--- src/rtl/win_wdog.sv ---
module win_wdog #(
  parameter int CW = 32,
  parameter int AW = 4
) (
  input  logic          clk,
  input  logic          rst_n,
  input  logic [AW-1:0] bus_addr,
  input  logic          bus_we,
  input  logic [31:0]   bus_wdata,
  output logic [31:0]   bus_rdata,
  output logic          rst_req
);

  logic          unlock, en, open_win, win_flag;
  logic [CW-1:0] len_closed, len_open, cnt;

  wire sel_key = bus_addr == AW'(0);
  wire sel_ctl = bus_addr == AW'(4);
  wire sel_cl  = bus_addr == AW'(8);
  wire sel_op  = bus_addr == AW'(12);

  wire ctl_wr    = bus_we && sel_ctl && unlock;
  wire run       = en && !rst_req;
  wire last      = cnt <= CW'(1);
  wire start     = ctl_wr && bus_wdata[0] && !en && !rst_req;
  wire do_stop   = ctl_wr && !bus_wdata[0] && run && open_win;
  wire good_kick = ctl_wr && bus_wdata[8] && bus_wdata[0] && run && open_win;
  wire bad_kick  = ctl_wr && bus_wdata[8] && run && !open_win;
  wire enter_op  = run && !open_win && last;
  wire expire    = run && open_win && last && !good_kick && !do_stop;

  always_ff @(posedge clk or negedge rst_n)
    if (!rst_n) begin
      en       <= 1'b0;
      open_win <= 1'b0;
      cnt      <= '0;
    end else if (start) begin
      en       <= 1'b1;
      open_win <= 1'b0;
      cnt      <= len_closed;
    end else if (do_stop) begin
      en       <= 1'b0;
      open_win <= 1'b0;
      cnt      <= '0;
    end else if (good_kick) begin
      open_win <= 1'b0;
      cnt      <= len_closed;
    end else if (run) begin
      if (enter_op) begin
        open_win <= 1'b1;
        cnt      <= len_open;
      end else if (!last) begin
        cnt <= cnt - CW'(1);
      end
    end

  always_ff @(posedge clk or negedge rst_n)
    if (!rst_n) rst_req <= 1'b0;
    else if (bad_kick || expire) rst_req <= 1'b1;

  always_ff @(posedge clk or negedge rst_n)
    if (!rst_n) win_flag <= 1'b0;
    else if (enter_op) win_flag <= 1'b1;
    else if (ctl_wr && bus_wdata[16]) win_flag <= 1'b0;

  always_ff @(posedge clk or negedge rst_n)
    if (!rst_n) unlock <= 1'b0;
    else if (bus_we && sel_key) unlock <= bus_wdata[0];
    else if (ctl_wr) unlock <= 1'b0;

  always_ff @(posedge clk or negedge rst_n)
    if (!rst_n) begin
      len_closed <= '0;
      len_open   <= '0;
    end else if (bus_we && unlock) begin
      if (sel_cl) len_closed <= bus_wdata[CW-1:0];
      if (sel_op) len_open   <= bus_wdata[CW-1:0];
    end

  always_comb begin
    bus_rdata = '0;
    if (sel_key) bus_rdata = {31'b0, unlock};
    if (sel_ctl) bus_rdata = {15'b0, win_flag, 7'b0, open_win, 7'b0, en};
    if (sel_cl)  bus_rdata = 32'(len_closed);
    if (sel_op)  bus_rdata = 32'(len_open);
  end

endmodule


--- config.mk ---
export PLATFORM = sky130hd
export DESIGN_NAME = win_wdog
export DESIGN_NICKNAME = d
export VERILOG_FILES = /design/src/rtl/win_wdog.sv
export SDC_FILE = /design/constraint.sdc
export NUM_CORES = 1
export LEC_CHECK = 0
export BUFFER_PORTS_ARGS = -buffer_cell sky130_fd_sc_hd__buf_2
export CAP_MARGIN = 15
export CORE_ASPECT_RATIO = 1.75
export CORE_MARGIN = 2
export CORE_UTILIZATION = 41
export DETAILED_ROUTE_END_ITERATION = 12
export HOLD_SLACK_MARGIN = 0.03
export PLACE_DENSITY = 0.64
export SLEW_MARGIN = 20
export SYNTH_ARGS = -nofsm -noshare
export SYNTH_HDL_FRONTEND = slang
export SYNTH_SLANG_ARGS = --single-unit
--- constraint.sdc ---
create_clock -name clk -period 8.9 [get_ports clk]
set_clock_uncertainty 0.15 [all_clocks]
set_input_delay 0.445 -clock clk [delete_from_list [all_inputs] [get_ports clk]]
set_output_delay 0.445 -clock clk [all_outputs]
set_load 0.005 [all_outputs]
==> impl_metrics.toml <==
[logic_synthesis]
synth_area_leader_cell = "dfrtp_1"
ys_seq_area_share_pct = 45.6
synth_area_leaders = "dfrtp_1 (46%), mux2_2 (13%), a22o_1 (5.1%)"
synth.most_common_cell = "dfrtp_1"
synth.distinct_cells = 59
synth-seq-cells = 101
yosysWarnings = 0
netlist_area_um2 = 5540
syn_avg_cell_area_um2 = 10.3
dominantRegCellSynth = "dfrtp_1"
synth_common_cells = "dfrtp_1 (101), mux2_2 (66), a21oi_1 (36)"
syn_inst = 537
synth_edf_count = 0
synth_fp_nets = 578
synth_top_area_share_pct = 45.6
async_flop_share_pct = 100

[sta]
finalWorstSetupSlack_ns = 4.88
setup_viol = 0
hold_viol = 0
finalMaxSlewViolations = 0
period_share_pct = 45.2
rsz0062_at_grt = "false"
period_needed_ns = 4.02
fmax_ghz = 0.249
max_slew_margin_pct = 34.5
worstMarginPinSlew_ns = 0.979
finalSetupTns_ns = 0

[floorplanning]
die_x_um = 91.9
initial_core_util_pct = 41.6
dieHeight_um = 158
ios = 72
row_count = 56
die_area_um2 = 14500
core-area_um2 = 13300

[pwr]
vdd_drop_max_v = 0.000111
cellLeakagePower_nw = 2.85
power_density_nw_per_um2 = 204
power_mw = 1.29

[clocking]
cts_root_buf = "clkbuf_16"
cts_resized = 0
cts_buffers = 9
clockBufferDepth = 2
cts_tree = "built"
htreeDepth = 3
cts_sinks = 101
clk_pin_slew_ns = 0.07
clk_latency_ns = 0.35

[worst_setup_path]
cp.arrival_ns = 4.06
r2r_setup_slack_ns = 4.88
startpoint = "cnt[6]$_DFFE_PN0P_"
cp_top_family = "simple AND/OR/NAND/NOR gates"
setup.worst_path.end_class = "flip-flop"
crit_top_cell = "or4_1"
critical_path.slowest_cell = "or4_1"
cp_max_fo = 25
path_cells = "or4_1 > or4_1 > or4_1 > buf_4 > o211ai_1 > a21boi_0 > o22ai_1"
startpoint_type = "flip-flop"
crit_buf_inv = 1
crit_required_ns = 8.93
crit-reg2reg-launch = "cnt[6]$_DFFE_PN0P_"
slowest_delay_ns = 0.97
worstSetupPathType = "flip-flop to flip-flop"

[route]
routedWlPerCell_um = 19.0
route.detailed.vias_per_inst = 5.92
drc = 0
highest_layer = "met4"
drt_iter0_markers = 258
wl_met1_um = 5560
routed_wl_um = 14500
met2_length_um = 8140
ant_nets = 0
first_pass_iters = 5
vias = 4524
wl_met3_um = 536

[min_path]
hp-class = "input port to flip-flop"
min_from = "bus_wdata[4]"

[place]
place_congestion = 0.962
dp_slack_ns = 4.93
hpwl_um = 9830
io_buffers = 71

[global_route]
grt_pass1_vias = 4669
grt_max_degree = 84
grt_pass1_wl_um = 23800
gr-usage-all-layers_pct = 20.9
antenna_found_initial = 0
overflow = 0

[outcome]
outcome = "complete, no violations"

[cells_and_area]
drive_gt1_share_pct = 29.3
utilization_pct = 47.4
antenna_cells = 0
syn_to_final_growth_pct = 13.9
nNetsFinal = 626

[flow_run]
maxCapViolCount = 0
## through the flow
stage | hold slack, ns | instances | instance area (µm²)
after floorplan | -0.000591 | 537 | 5540
after global placement | 0.171 | 747 | 6000
after detailed placement | 0.182 | 747 | 6000
after CTS | 0.170 | 764 | 6310
after global routing | 0.175 | 764 | 6320
final | 0.185 | 764 | 6320
## logic make-up after synthesis
family	share of synthesized area, %
and+or+nand+nor	14.6
muxes	14.4
DFF	45.6
AOI/OAI and AO/OA	18.8
buffers and inverters	3.70
adders and majority gates	0.451
xor gates and xnor gates	2.53
## state kept, by name, summed over array words and instances (netlist names)
name	flops
cnt	32
len_closed	32
len_open	32
en	1
open_win	1
rst_req	1
unlock	1
win_flag	1
## repair_timing
item                      CTS  global route
hold buffers                1             0
hold endpoints to repair   18             0
setup buffers               0             0
## worst reg2reg max path: stages (launching register included)
cell,delay [ns]
dfrtp_1,0.42
or4_1,0.69
or4_1,0.73
or4_1,0.97
buf_4,0.38
o211ai_1,0.18
a21boi_0,0.23
o22ai_1,0.11
## report_power, final
part           internal (mW)  switching [mW]  total (mW)
sequential             0.541          0.0911       0.632
clock                  0.219           0.179       0.398
combinational          0.131           0.127       0.258
total                  0.891           0.397        1.29
## area by class of cell
class                   count  area [µm²]
fillers                  1285        7000
multi-input cells         390        2830
flip-flops and latches    101        2530
repair buffers             79         424
clock buffers               9         225
well taps                 174         218
clock inverters             7        75.1
inverters                   4        15.0
## per-layer routing
| layer | GRT usage (%) | vias to the layer above |
|---|---|---|
| met5 | 0 | - |
| met3 | 3.71 | 16 |
| li1 | - | 2119 |
| met4 | 7.68 | 0 |
| met1 | 23.3 | 2284 |
| met2 | 39.3 | 105 |
## worst paths after layout
check / endpoint / cells past startpoint
setup / recovery: cnt[0]$_DFFE_PN0P_ / 7
hold / removal: len_closed[4]$_DFFE_PN0P_ / 2
setup reg to reg: cnt[0]$_DFFE_PN0P_ / 7
hold reg to reg: win_flag$_DFFE_PN0P_ / 2
max in group asynchronous: cnt[9]$_DFFE_PN0P_ / 3
min in group asynchronous: len_open[21]$_DFFE_PN0P_ / 2
## layout by cell type (no fill, tap or decap), types with 4 or more instances in the layout
cell       Yosys  routed
a21oi_1       36      36
a22o_1        32      32
a22oi_1       11      11
and2_1         4       4
buf_2          5      70
buf_4          1       7
clkbuf_16      0       9
dfrtp_1      101     101
inv_1          4       4
mux2_2        66      66
nand2_1       34      34
nand3_1        5       5
nand4_1        5       5
nor2_1        35      34
nor3_1         9       9
nor3b_1        5       5
nor4_1        16      16
o211ai_1      16      16
o21ai_0       22      22
or3_1          9       9
or4_1          7       7
xnor2_1        9       9
xor2_1         7       7
Power figures use the tool's default switching activity.
